File: src/rtl/cpu_pkg.sv
package cpu_pkg;

    localparam int DATA_W = 8;
    localparam int ADDR_W = 4;
    localparam int OP_W   = DATA_W - ADDR_W;

    localparam logic [OP_W-1:0] OP_LOAD = 4'b0000;
    localparam logic [OP_W-1:0] OP_ADD  = 4'b0001;
    localparam logic [OP_W-1:0] OP_SUB  = 4'b0010;
    localparam logic [OP_W-1:0] OP_SHOW = 4'b1110;
    localparam logic [OP_W-1:0] OP_STOP = 4'b1111;

    typedef enum logic [2:0] {
        PH_ADDR  = 3'd0,
        PH_INC   = 3'd1,
        PH_FETCH = 3'd2,
        PH_EX1   = 3'd3,
        PH_EX2   = 3'd4,
        PH_EX3   = 3'd5
    } phase_e;

    typedef struct packed {
        logic drv_pc;
        logic drv_ram;
        logic drv_ir;
        logic drv_acc;
        logic drv_alu;
        logic ld_mar;
        logic ld_ir;
        logic ld_acc;
        logic ld_b;
        logic ld_out;
        logic inc_pc;
        logic sub;
        logic set_halt;
    } ctrl_t;

    function automatic phase_e next_phase(input phase_e p);
        case (p)
            PH_ADDR:  return PH_INC;
            PH_INC:   return PH_FETCH;
            PH_FETCH: return PH_EX1;
            PH_EX1:   return PH_EX2;
            PH_EX2:   return PH_EX3;
            default:  return PH_ADDR;
        endcase
    endfunction

    function automatic logic uses_memory(input logic [OP_W-1:0] op);
        return (op == OP_LOAD) || (op == OP_ADD) || (op == OP_SUB);
    endfunction

endpackage

File: src/rtl/cpu_ram.sv
module cpu_ram #(
    parameter int DW = cpu_pkg::DATA_W,
    parameter int AW = cpu_pkg::ADDR_W
) (
    input  logic          clk,
    input  logic          wr_en,
    input  logic [AW-1:0] wr_addr,
    input  logic [DW-1:0] wr_data,
    input  logic [AW-1:0] rd_addr,
    output logic [DW-1:0] rd_data
);
    localparam int DEPTH = 1 << AW;

    logic [DW-1:0] cells [DEPTH];

    always_ff @(posedge clk) begin
        if (wr_en) cells[wr_addr] <= wr_data;
    end

    assign rd_data = cells[rd_addr];
endmodule

File: src/rtl/cpu_alu.sv
module cpu_alu #(
    parameter int DW = cpu_pkg::DATA_W
) (
    input  logic [DW-1:0] a,
    input  logic [DW-1:0] b,
    input  logic          sub,
    output logic [DW-1:0] y
);
    logic [DW-1:0] b_eff;

    always_comb begin
        b_eff = sub ? ~b : b;
        y     = a + b_eff + {{(DW-1){1'b0}}, sub};
    end
endmodule

File: src/rtl/cpu_ctrl.sv
module cpu_ctrl
    import cpu_pkg::*;
(
    input  logic            clk,
    input  logic            rst,
    input  logic [OP_W-1:0] opcode,
    output phase_e          phase,
    output ctrl_t           ctl,
    output logic            halted
);
    phase_e phase_q;
    logic   halted_q;

    always_ff @(posedge clk) begin
        if (rst) begin
            phase_q  <= PH_ADDR;
            halted_q <= 1'b0;
        end else begin
            if (!halted_q) phase_q <= next_phase(phase_q);
            if (ctl.set_halt) halted_q <= 1'b1;
        end
    end

    always_comb begin
        ctl = '0;
        if (!halted_q) begin
            case (phase_q)
                PH_ADDR: begin
                    ctl.drv_pc = 1'b1;
                    ctl.ld_mar = 1'b1;
                end
                PH_INC: ctl.inc_pc = 1'b1;
                PH_FETCH: begin
                    ctl.drv_ram = 1'b1;
                    ctl.ld_ir   = 1'b1;
                end
                PH_EX1: begin
                    if (uses_memory(opcode)) begin
                        ctl.drv_ir = 1'b1;
                        ctl.ld_mar = 1'b1;
                    end else if (opcode == OP_SHOW) begin
                        ctl.drv_acc = 1'b1;
                        ctl.ld_out  = 1'b1;
                    end else if (opcode == OP_STOP) begin
                        ctl.set_halt = 1'b1;
                    end
                end
                PH_EX2: begin
                    if (opcode == OP_LOAD) begin
                        ctl.drv_ram = 1'b1;
                        ctl.ld_acc  = 1'b1;
                    end else if (opcode == OP_ADD || opcode == OP_SUB) begin
                        ctl.drv_ram = 1'b1;
                        ctl.ld_b    = 1'b1;
                    end
                end
                PH_EX3: begin
                    if (opcode == OP_ADD || opcode == OP_SUB) begin
                        ctl.drv_alu = 1'b1;
                        ctl.ld_acc  = 1'b1;
                        ctl.sub     = (opcode == OP_SUB);
                    end
                end
                default: ;
            endcase
        end
    end

    assign phase  = phase_q;
    assign halted = halted_q;

    AST_ONE_DRIVER: assert property (@(posedge clk) disable iff (rst)
        $onehot0({ctl.drv_pc, ctl.drv_ram, ctl.drv_ir, ctl.drv_acc, ctl.drv_alu}));

    AST_RING_WRAP: assert property (@(posedge clk) disable iff (rst)
        (phase_q == PH_EX3 && !halted_q) |=> (phase_q == PH_ADDR));

    AST_HALT_STICKY: assert property (@(posedge clk) disable iff (rst)
        halted_q |=> halted_q);

    AST_HALT_CAUSE: assert property (@(posedge clk) disable iff (rst)
        $rose(halted_q) |-> ($past(phase_q) == PH_EX1 && $past(opcode) == OP_STOP));
endmodule

File: src/rtl/acc_cpu.sv
module acc_cpu
    import cpu_pkg::*;
(
    input  logic              clk,
    input  logic              rst,
    input  logic              load_en,
    input  logic [ADDR_W-1:0] load_addr,
    input  logic [DATA_W-1:0] load_data,
    output logic [DATA_W-1:0] leds,
    output logic              halted
);
    localparam int PAD_W = DATA_W - ADDR_W;

    logic [ADDR_W-1:0] pc_q, mar_q;
    logic [DATA_W-1:0] ir_q, acc_q, b_q, out_q;
    logic [DATA_W-1:0] bus, ram_rd, alu_y;
    phase_e            phase;
    ctrl_t             ctl;

    cpu_ctrl u_ctrl (
        .clk    (clk),
        .rst    (rst),
        .opcode (ir_q[DATA_W-1:ADDR_W]),
        .phase  (phase),
        .ctl    (ctl),
        .halted (halted)
    );

    cpu_ram #(.DW(DATA_W), .AW(ADDR_W)) u_ram (
        .clk     (clk),
        .wr_en   (load_en),
        .wr_addr (load_addr),
        .wr_data (load_data),
        .rd_addr (mar_q),
        .rd_data (ram_rd)
    );

    cpu_alu #(.DW(DATA_W)) u_alu (
        .a   (acc_q),
        .b   (b_q),
        .sub (ctl.sub),
        .y   (alu_y)
    );

    always_comb begin
        bus = '0;
        if (ctl.drv_pc)  bus = bus | {{PAD_W{1'b0}}, pc_q};
        if (ctl.drv_ram) bus = bus | (ctl.drv_ram ? ram_rd : '0);
        if (ctl.drv_ir)  bus = bus | {{PAD_W{1'b0}}, ir_q[ADDR_W-1:0]};
        if (ctl.drv_acc) bus = bus | acc_q;
        if (ctl.drv_alu) bus = bus | alu_y;
    end

    always_ff @(posedge clk) begin
        if (rst) begin
            pc_q  <= '0;
            mar_q <= '0;
            ir_q  <= '0;
            acc_q <= '0;
            b_q   <= '0;
            out_q <= '0;
        end else begin
            if (ctl.inc_pc) pc_q  <= pc_q + 1'b1;
            if (ctl.ld_mar) mar_q <= bus[ADDR_W-1:0];
            if (ctl.ld_ir)  ir_q  <= bus;
            if (ctl.ld_acc) acc_q <= bus;
            if (ctl.ld_b)   b_q   <= bus;
            if (ctl.ld_out) out_q <= bus;
        end
    end

    assign leds = out_q;

    AST_LEDS_ONLY_EX1: assert property (@(posedge clk) disable iff (rst)
        (phase != PH_EX1) |=> $stable(leds));

    AST_FROZEN_WHEN_HALTED: assert property (@(posedge clk) disable iff (rst)
        halted |=> ($stable(acc_q) && $stable(leds)));

    AST_PC_WRAP: assert property (@(posedge clk) disable iff (rst)
        (pc_q == {ADDR_W{1'b1}} && phase == PH_INC && !halted) |=> (pc_q == '0));

    AST_UNDEF_NO_ACC: assert property (@(posedge clk) disable iff (rst)
        (phase inside {PH_EX1, PH_EX2, PH_EX3} && !uses_memory(ir_q[DATA_W-1:ADDR_W]))
        |=> $stable(acc_q));
endmodule

File: config.mk
export PLATFORM = sky130hd
export DESIGN_NAME = acc_cpu
export DESIGN_NICKNAME = d
export VERILOG_FILES = /design/src/rtl/cpu_pkg.sv /design/src/rtl/cpu_ram.sv /design/src/rtl/cpu_alu.sv /design/src/rtl/cpu_ctrl.sv /design/src/rtl/acc_cpu.sv
export SDC_FILE = /design/constraint.sdc
export NUM_CORES = 1
export LEC_CHECK = 0
export ABC_AREA = 0
export ABC_CLOCK_PERIOD_IN_PS = 4100
export CAP_MARGIN = 10
export CORE_MARGIN = 5
export CORE_UTILIZATION = 55
export DETAILED_ROUTE_END_ITERATION = 8
export GPL_TIMING_DRIVEN = 0
export PLACE_DENSITY_LB_ADDON = 0.1
export SLEW_MARGIN = 20
export SYNTH_ARGS = -nofsm -noshare
export SYNTH_HDL_FRONTEND = slang
export SYNTH_SLANG_ARGS = --single-unit
File: constraint.sdc
create_clock -name clk -period 4.1 [get_ports clk]
set_input_delay 0.41 -clock clk [delete_from_list [all_inputs] [get_ports clk]]
set_output_delay 0.41 -clock clk [all_outputs]
set_load 0.05 [all_outputs]
==> flow_summary.json, run 1 <==
{
  "cp.required_ps": 4380,
  "final_cell_mix": "edfxtp_1, nor2_1, dfxtp_1",
  "min_period_ps": 3140,
  "finalHoldViolCount": 0,
  "cp_max_fo": 7,
  "crit_arrival_ps": 3420,
  "synthFlopType": "edfxtp_1",
  "rows": 42,
  "clkLatencyLatePin_ps": 420,
  "fmax_ghz": 0.318,
  "fin_nets": 570,
  "io_buffers": 22,
  "async_flop_share_pct": 0,
  "drt_first_pass_iters": 6,
  "coreArea_mm2": 0.0133,
  "cts.clk_slew.worst_paths_ps": 60,
  "clock-sinks": 176,
  "tightest_slew_ps": 1120,
  "hp-class": "input port to flip-flop",
  "regArea_mm2": 0.00480,
  "rsz0062_at_grt": "false",
  "drt-initial-drc-count": 389,
  "status": "finished, final reports clean",
  "place.gp.congestion": 0.845,
  "fillers": 984,
  "routed_wl_um": 16600,
  "tns_ps": 0,
  "multiInputGateArea_mm2": 0.00263,
  "post_drt_wl_per_cell_um": 22.7,
  "endpoint_kind": "flip-flop",
  "grt_use_met3_pct": 4.76,
  "synthDistinctLibCells": 57,
  "cap_violations": 0,
  "die_height_um": 127,
  "vias_per_cell": 6.18,
  "grt_usage_pct": 21.8,
  "crit_type": "flip-flop to flip-flop",
  "p_per_area_mw_per_mm2": 443,
  "syn_area_mm2": 0.00755,
  "grt-busiest-layer": "met2",
  "yosysSeqAreaShare_pct": 63.7,
  "use_met2_pct": 37.5,
  "ys_ff_latch": 176,
  "grt_max_degree": 17,
  "slew_viol_final": 0,
  "setup_viol": 0,
  "grt_pass1_wl_um": 26200,
  "slew_headroom_pct": 25.2,
  "vdd_drop_max_mv": 0.451,
  "antenna_cells": 0,
  "dieWidth_um": 127,
  "postSynthCellCount": 502,
  "drcViolationCount": 0,
  "synth_warnings": 0,
  "dieArea_mm2": 0.0162,
  "pin_count": 24,
  "cts_setup_buffers": 0,
  "gr-total-overflow": 0,
  "fin_ws_ps": 957,
  "grt_use_met1_pct": 27.1,
  "ant_nets": 0,
  "dp_hpwl_um": 11200,
  "ctsHoldBuffers": 0,
  "final_area_mm2": 0.00862,
  "dp_cells": 704,
  "syn_to_final_growth_pct": 14.2,
  "dp_slack_ps": 1060,
  "numCtsBuffers": 17,
  "placed_cell_area_mm2": 0.00805,
  "synth_edf_count": 128,
  "drive_gt1_share_pct": 15.6,
  "grt_pass1_vias": 4649,
  "final.period_utilization_pct": 76.7,
  "fin_skew_ps": 10.4,
  "dr_total_vias": 4535,
  "synth.net_count": 525,
  "cts_tree": "built",
  "postSynthAreaPerCell_um2": 15.0,
  "root_buffer": "clkbuf_16",
  "start_util_pct": 56.5,
  "clock_path_buffers": 2,
  "cts_repair_resize_count": 0,
  "cts_max_level": 4,
  "start_kind": "flip-flop",
  "leakage_nw": 2.77,
  "fin_cells": 734,
  "finalPower_mw": 3.81,
  "grt_antenna_before_repair": 0,
  "final_common_cell": "edfxtp_1"
}
-- logic make-up (layout without fill, tap and decap cells) --
group                    after synthesis  count (layout)  synth area share [%]
XOR/XNOR                              16              16                  1.86
multiplexers                          58              58                  14.1
AO/OA/AOI/OAI                         73              73                  7.56
adder cells (fa/ha/maj)                8               8                  1.43
buffers and inverters                 27              83                  1.74
flip-flops                           176             176                  63.7
AND/OR/NAND/NOR                      144             144                  9.62
-- area by class of cell --
class	count	share of cell area (%)
well taps	176	2.56
multi-input cells	299	30.6
plain buffers	25	1.44
clock inverters	11	1.51
inverters	2	0.0871
flip-flops and latches	176	55.8
clock buffers	19	5.02
repair buffers	26	3.08
-- metal layers --
layer | wire, um | vias to the layer above | share of wire [%]
met5 | 0 | - | 0
met4 | 499 | 0 | 3.0
li1 | - | 2068 | -
met3 | 807 | 37 | 4.9
met2 | 8520 | 172 | 51
met1 | 6810 | 2258 | 41
-- worst paths after layout --
check | start | end | slack (ps) | depth (start not counted)
worst min register to register | mar_q[3]$_SDFFE_PP0P_ | flip-flop | 480 | 2
worst max register to register | u_ctrl.halted$_SDFFE_PP0P_ | acc_q[5]$_SDFFE_PP0P_ | 960 | 8
worst max-delay path | u_ctrl.halted$_SDFFE_PP0P_ | acc_q[5]$_SDFFE_PP0P_ | 960 | 8
worst min-delay path | rst | acc_q[6]$_SDFFE_PP0P_ | 420 | 2
-- Yosys cell counts (all sizes together), types with 2 or more instances --
library cell  number  area share (%)
nor2b              4            0.33
nand2b            11            0.91
a221oi             5            0.90
a22oi              5            0.50
a2111oi            3            0.35
nor3              10            0.73
o21ai              5            0.33
nor4               3            0.25
a211oi            22             2.2
a21o               4            0.40
clkbuf            13            0.65
a311oi             4            0.46
nor4b              3            0.55
o211ai             3            0.30
inv                2            0.10
mux4              36              11
o21a               2            0.20
edfxtp           128              51
xor2               7            0.81
nand3b             3            0.30
nand3              9            0.66
a21oi             13            0.91
ha                 7             1.2
dfxtp             48              13
and3               2            0.17
nand2             20            0.99
and2               2            0.17
mux2i             21             2.8
nand4              3            0.25
nor3b              3            0.36
nor2              66             3.3
xnor2              9             1.0
buf               12            0.99
-- critical path, stage by stage, from the launching register on --
cell,delay [ps]
dfxtp_1,380
nor4b_4,490
nand3_2,330
xnor2_1,360
ha_1,320
and3_1,240
a21o_1,210
a2111oi_0,530
a211oi_1,150
-- state kept, by name (all words and copies together), names as in the netlist, named ones only --
| name | cells |
|---|---|
| u_ram.cells | 128 |
| acc_q | 8 |
| b_q | 8 |
| ir_q | 8 |
| leds | 8 |
| mar_q | 4 |
| pc_q | 4 |
| u_ctrl.phase | 3 |
| u_ctrl.halted | 1 |
-- power by group --
part	leakage [nW]	internal (mW)	total (mW)	switching, mW
clock	0.270	0.898	1.56	0.660
sequential	1.55	1.95	1.97	0.0222
combinational	0.955	0.113	0.282	0.169
-- metrics by stage --
step	util, %	hold WS (ps)
after global placement	59.8	461
after global routing	64.6	429
after CTS	64.5	399
final	64.6	424
after detailed placement	60.3	469
after floorplan	-	450
(Power assumes the default switching activity.)
==> run 2, diff against run 1 <==
--- a/config.mk
+++ b/config.mk
@@ -6,7 +6,7 @@
 export NUM_CORES = 1
 export LEC_CHECK = 0
 export ABC_AREA = 0
-export ABC_CLOCK_PERIOD_IN_PS = 4100
+export ABC_CLOCK_PERIOD_IN_PS = 3080
 export CAP_MARGIN = 10
 export CORE_MARGIN = 5
 export CORE_UTILIZATION = 55
==> constraint.sdc (replaced) <==
create_clock -name clk -period 3.08 [get_ports clk]
set_input_delay 0.308 -clock clk [delete_from_list [all_inputs] [get_ports clk]]
set_output_delay 0.308 -clock clk [all_outputs]
set_load 0.05 [all_outputs]
==> run 2 against run 1 <==
Setup slack got worse by 820 ps. Critical endpoint unchanged. Design area rose by 0.32%. Critical path depth rose by 1. Highest routed layer unchanged. Sequential power rose by 34%. Register-to-register slack got worse by 820 ps. Non-clock buffer count did not move.
==> flow_summary.json, run 2 (synthesis results as in run 1) <==
{
  "status": "finished, final reports clean",
  "dieWidth_um": 127,
  "cts_repair_resize_count": 0,
  "place.gp.congestion": 0.845,
  "fin_nets": 570,
  "setup_viol": 0,
  "clkLatencyLatePin_ps": 420,
  "crit_family": "compound AO/OA/AOI/OAI gates",
  "drt-initial-drc-count": 448,
  "grt_max_degree": 17,
  "multiInputGateArea_mm2": 0.00266,
  "drive_gt1_share_pct": 16.3,
  "vdd_drop_max_mv": 0.592,
  "start_util_pct": 56.5,
  "clock-sinks": 176,
  "post_drt_wl_per_cell_um": 22.7,
  "clock_path_buffers": 2,
  "cap_violations": 0,
  "crit_arrival_ps": 3210,
  "hp-class": "input port to flip-flop",
  "finalHoldViolCount": 0,
  "path_buf_inv": 0,
  "crit_type": "flip-flop to flip-flop",
  "dp_cells": 704,
  "io_buffers": 22,
  "die_height_um": 127,
  "fmax_ghz": 0.340,
  "cts_tree": "built",
  "rsz0062_at_grt": "false",
  "grt_antenna_before_repair": 0,
  "cp.required_ps": 3350,
  "final.period_utilization_pct": 95.4,
  "slowest_stage": "nor4b_4",
  "grt_pass1_vias": 4649,
  "cts_max_level": 4,
  "ctsHoldBuffers": 0,
  "root_buffer": "clkbuf_16",
  "crit_chain": "nor4b_4, nand3_4, xnor2_1, ha_1, a21oi_1, nand2_1, a21o_1, a2111oi_0, a211oi_1",
  "cp_max_fo": 7,
  "regMostFlops": "u_ram.cells",
  "dp_hpwl_um": 11200,
  "final_cell_mix": "edfxtp_1, nor2_1, dfxtp_1",
  "tightest_slew_ps": 1120,
  "coreArea_mm2": 0.0133,
  "ant_nets": 0,
  "dieArea_mm2": 0.0162,
  "dr_total_vias": 4519,
  "finalPower_mw": 5.08,
  "fin_cells": 734,
  "largest_reg_flops": 128,
  "start_kind": "flip-flop",
  "leakage_nw": 2.78,
  "min_period_ps": 2940,
  "vias_per_cell": 6.16,
  "endpoint_kind": "flip-flop",
  "fin_skew_ps": 10.2,
  "antenna_cells": 0,
  "fillers": 983,
  "gr-total-overflow": 0,
  "drt_first_pass_iters": 5,
  "cts.clk_slew.worst_paths_ps": 60,
  "regArea_mm2": 0.00480,
  "finish.utilization_pct": 64.8,
  "syn_to_final_growth_pct": 14.6,
  "slew_headroom_pct": 25.1,
  "numCtsBuffers": 17,
  "drcViolationCount": 0,
  "pin_count": 24,
  "p_per_area_mw_per_mm2": 587,
  "grt_pass1_wl_um": 26200,
  "grt_usage_pct": 21.8,
  "final_common_cell": "edfxtp_1",
  "cts_setup_buffers": 0,
  "tns_ps": 0,
  "slew_viol_final": 0,
  "rows": 42,
  "slowest_delay_ps": 520,
  "routed_wl_um": 16600
}
[run 2: where the power goes]
| group | leakage, nW | total [mW] | internal [mW] | switching [mW] |
|---|---|---|---|---|
| sequential | 1.55 | 2.63 | 2.60 | 0.0298 |
| combinational | 0.966 | 0.378 | 0.151 | 0.227 |
| clock | 0.270 | 2.07 | 1.20 | 0.876 |
| total | 2.78 | 5.08 | 3.94 | 1.13 |
[run 2: final cells by class]
| type | count | area share (%) |
|---|---|---|
| Inverter | 2 | 0.0868 |
| Sequential cell | 176 | 55.6 |
| Multi-Input combinational cell | 299 | 30.8 |
| Clock inverter | 11 | 1.51 |
| Tap cell | 176 | 2.55 |
| Timing Repair Buffer | 26 | 3.07 |
| Buffer | 25 | 1.43 |
| Clock buffer | 19 | 5.01 |
[run 2: metrics by stage]
| step | hold WS (ps) | instance area [um^2] | worst slack [ps] |
|---|---|---|---|
| after CTS | 297 | 8610 | 4.02 |
| after floorplan | 407 | 7550 | 367 |
| after global routing | 327 | 8640 | 11.8 |
| after detailed placement | 469 | 8050 | 36.8 |
| after global placement | 461 | 7990 | -65.0 |
| final | 327 | 8640 | 140 |
[run 2: routing by layer]
| layer | track usage, % | wire length [um] | vias to the layer above |
|---|---|---|---|
| li1 | - | - | 2064 |
| met1 | 27.1 | 6740 | 2243 |
| met2 | 37.5 | 8570 | 175 |
| met3 | 4.76 | 833 | 37 |
| met4 | 8.52 | 499 | 0 |
| met5 | 0 | 0 | - |
[run 2: worst reg2reg max path: stages, from the launching register on]
cell       delay, ps
dfxtp_1          370
nor4b_4          520
nand3_4          240
xnor2_1          190
ha_1             360
a21oi_1          180
nand2_1          120
a21o_1           190
a2111oi_0        500
a211oi_1         140
[run 2: final timing paths]
kind	start	to	slack, ps	depth (start not counted)
max	ir_q[7]$_SDFFE_PP0P_	acc_q[5]$_SDFFE_PP0P_	140	9
min	rst	acc_q[3]$_SDFFE_PP0P_	330	2
max reg2reg	ir_q[7]$_SDFFE_PP0P_	acc_q[5]$_SDFFE_PP0P_	140	9
min reg2reg	mar_q[3]$_SDFFE_PP0P_	mar_q[3]$_SDFFE_PP0P_	480	2
==> run 3, diff against run 2 <==
--- a/config.mk
+++ b/config.mk
@@ -9,11 +9,11 @@
 export ABC_CLOCK_PERIOD_IN_PS = 3080
 export CAP_MARGIN = 10
 export CORE_MARGIN = 5
-export CORE_UTILIZATION = 55
+export CORE_UTILIZATION = 38
 export DETAILED_ROUTE_END_ITERATION = 8
 export GPL_TIMING_DRIVEN = 0
 export PLACE_DENSITY_LB_ADDON = 0.1
-export SLEW_MARGIN = 20
 export SYNTH_ARGS = -nofsm -noshare
 export SYNTH_HDL_FRONTEND = slang
+export SYNTH_HIERARCHICAL = 1
 export SYNTH_SLANG_ARGS = --single-unit
==> run 3 against run 2 <==
Final cell count increased by 9.3%. Clock skew decreased by 1.3 ps. Synthesized cell count decreased by 4.2%. Count of clock-buffer cells in the layout decreased by 1. Hold slack improved by 160 ps. Largest cell class unchanged.
==> flow_summary.json, run 3 <==
{
  "final_common_cell": "edfxtp_1",
  "fin_skew_ps": 8.85,
  "yosysTopAreaCellShare_pct": 52.5,
  "crit_chain": "clkbuf_4, nand3b_1, nor3_2, buf_6, xor2_1, ha_4, and4_1, a211oi_2, a311oi_2, xnor2_1, nand2_2, a311oi_1",
  "slowest_delay_ps": 350,
  "drive_gt1_share_pct": 20.7,
  "clkLatencyLatePin_ps": 420,
  "synthFlopType": "edfxtp_1",
  "io_buffers": 23,
  "root_buffer": "clkbuf_16",
  "fmax_ghz": 0.341,
  "finalHoldViolCount": 0,
  "async_flop_share_pct": 0,
  "crit_arrival_ps": 3260,
  "min_period_ps": 2930,
  "yosysMostFrequentCell": "edfxtp_1",
  "grt_pass1_vias": 4391,
  "antenna_cells": 0,
  "synth_area_leaders": "edfxtp_1, dfxtp_1, mux4_2",
  "syn_area_mm2": 0.00732,
  "cts.clk_slew.worst_paths_ps": 70,
  "start_util_pct": 38.9,
  "yosysSeqAreaShare_pct": 64.6,
  "rows": 50,
  "ctsHoldBuffers": 0,
  "slew_headroom_pct": 40.2,
  "gr-total-overflow": 0,
  "synth_edf_count": 128,
  "finish.utilization_pct": 45.5,
  "slowest_stage": "dfxtp_2",
  "routed_wl_um": 16300,
  "ys_ff_latch": 172,
  "synth_top_area_cell": "edfxtp_1",
  "hp-class": "flip-flop to flip-flop",
  "largest_reg_flops": 128,
  "die_height_um": 149,
  "cts_max_level": 4,
  "endpoint_kind": "flip-flop",
  "cp_max_fo": 10,
  "vias_per_cell": 5.30,
  "setup_viol": 0,
  "crit_type": "flip-flop to flip-flop",
  "path_buf_inv": 2,
  "pin_count": 24,
  "fin_nets": 552,
  "cp.required_ps": 3410,
  "numCtsBuffers": 17,
  "drcViolationCount": 0,
  "fin_ws_ps": 147,
  "cts_tree": "built",
  "drt-initial-drc-count": 245,
  "cap_violations": 0,
  "clock-sinks": 172,
  "regMostFlops": "u_ram/cells",
  "start_kind": "flip-flop",
  "grt_max_degree": 18,
  "tns_ps": 0,
  "grt_pass1_wl_um": 25400,
  "synth.net_count": 504,
  "place.gp.congestion": 0.838,
  "crit_family": "simple AND/OR/NAND/NOR gates",
  "leakage_nw": 2.84,
  "dp_slack_ps": 6.32,
  "postSynthCellCount": 481,
  "grt_antenna_before_repair": 0,
  "status": "finished, final reports clean",
  "drt_first_pass_iters": 5,
  "hold_ws_ps": 490,
  "post_drt_wl_per_cell_um": 20.3,
  "fillers": 1658,
  "slew_viol_final": 0,
  "dp_cells": 766,
  "vdd_drop_max_mv": 0.486,
  "grt_usage_pct": 15.5,
  "clock_path_buffers": 2,
  "postSynthAreaPerCell_um2": 15.2,
  "p_per_area_mw_per_mm2": 605,
  "ant_nets": 0,
  "syn_to_final_growth_pct": 17.2,
  "dieArea_mm2": 0.0221,
  "dieWidth_um": 149,
  "rsz0062_at_grt": "true",
  "dp_hpwl_um": 11100,
  "final_cell_mix": "edfxtp_1, nor2_1, dfxtp_1",
  "final.period_utilization_pct": 95.2,
  "coreArea_mm2": 0.0188,
  "dr_total_vias": 4253,
  "tightest_slew_ps": 894,
  "fin_cells": 802,
  "synth_warnings": 6,
  "synthDistinctLibCells": 52,
  "ys_top_cells_by_count": "edfxtp_1, nor2_1, dfxtp_1, nand2_1, a22oi_1"
}
[run 3: cells by family (layout without fill, tap and decap cells)]
group                      Yosys count  count (layout)  share of synthesized area (%)
adders and majority gates            8               8                           1.47
and+or+nand+nor                    135             135                           9.08
xor gates and xnor gates            18              18                           2.15
buffers and inverters               34              95                           2.99
DFF                                172             172                           64.6
muxes                               34              34                           10.9
AOI/OAI and AO/OA                   80              80                           8.82
[run 3: routing by layer]
layer	share of wire [%]	wire, um	up-vias	global-route usage (%)
li1	-	-	1993	-
met1	45	7300	2155	20.2
met2	50	8130	88	25.9
met3	4.1	667	17	3.37
met4	1.3	218	0	5.13
met5	0	0	-	0
[run 3: area by class of cell]
cell class,count,area [um^2],area share (%)
inverter,2,7.51,0.0876
multi-input combinational,275,2450,28.6
sequential,172,4730,55.1
clock inverter,14,149,1.74
tap,260,325,3.79
timing repair buffer,29,270,3.15
clock buffer,18,429,5.01
buffer,32,219,2.55
[run 3: repair_timing]
action,4_1_cts,5_1_grt
setup buffers,2,2
resized for setup,1,15
pin swaps,0,4
endpoints found under the setup margin,4,21
[run 3: per-stage QoR]
step / total power [mW] / area (um^2)
after floorplan: 2.95 / 7320
after global placement: 3.12 / 7870
after detailed placement: 3.13 / 7890
after CTS: 5.24 / 8490
after global routing: 5.39 / 8570
final: 5.19 / 8570
[run 3: worst paths after layout]
path                            slack [ps]               endpoint  cells past startpoint                  startpoint
worst max-delay path                   150  acc_q[7]$_SDFFE_PP0P_                     12  u_ctrl/halted$_SDFFE_PP0P_
worst min-delay path                   490   ir_q[1]$_SDFFE_PP0P_                      2        ir_q[1]$_SDFFE_PP0P_
worst max register to register         150  acc_q[7]$_SDFFE_PP0P_                     12  u_ctrl/halted$_SDFFE_PP0P_
worst min register to register         490   ir_q[1]$_SDFFE_PP0P_                      2        ir_q[1]$_SDFFE_PP0P_
[run 3: tightest hold or removal path, delay by kind of cell, from the launching register on]
| kind | cells | cell delay (ps) |
|---|---|---|
| and+or+nand+nor | 1 | 80 |
| AOI/OAI and AO/OA | 1 | 50 |
| DFF | 1 | 310 |
[run 3: where the power goes]
group	switching, mW	leakage [nW]	total [mW]	internal (mW)
Combinational	0.292	1.05	0.509	0.217
Clock	0.949	0.280	2.10	1.15
Sequential	0.0314	1.51	2.58	2.54
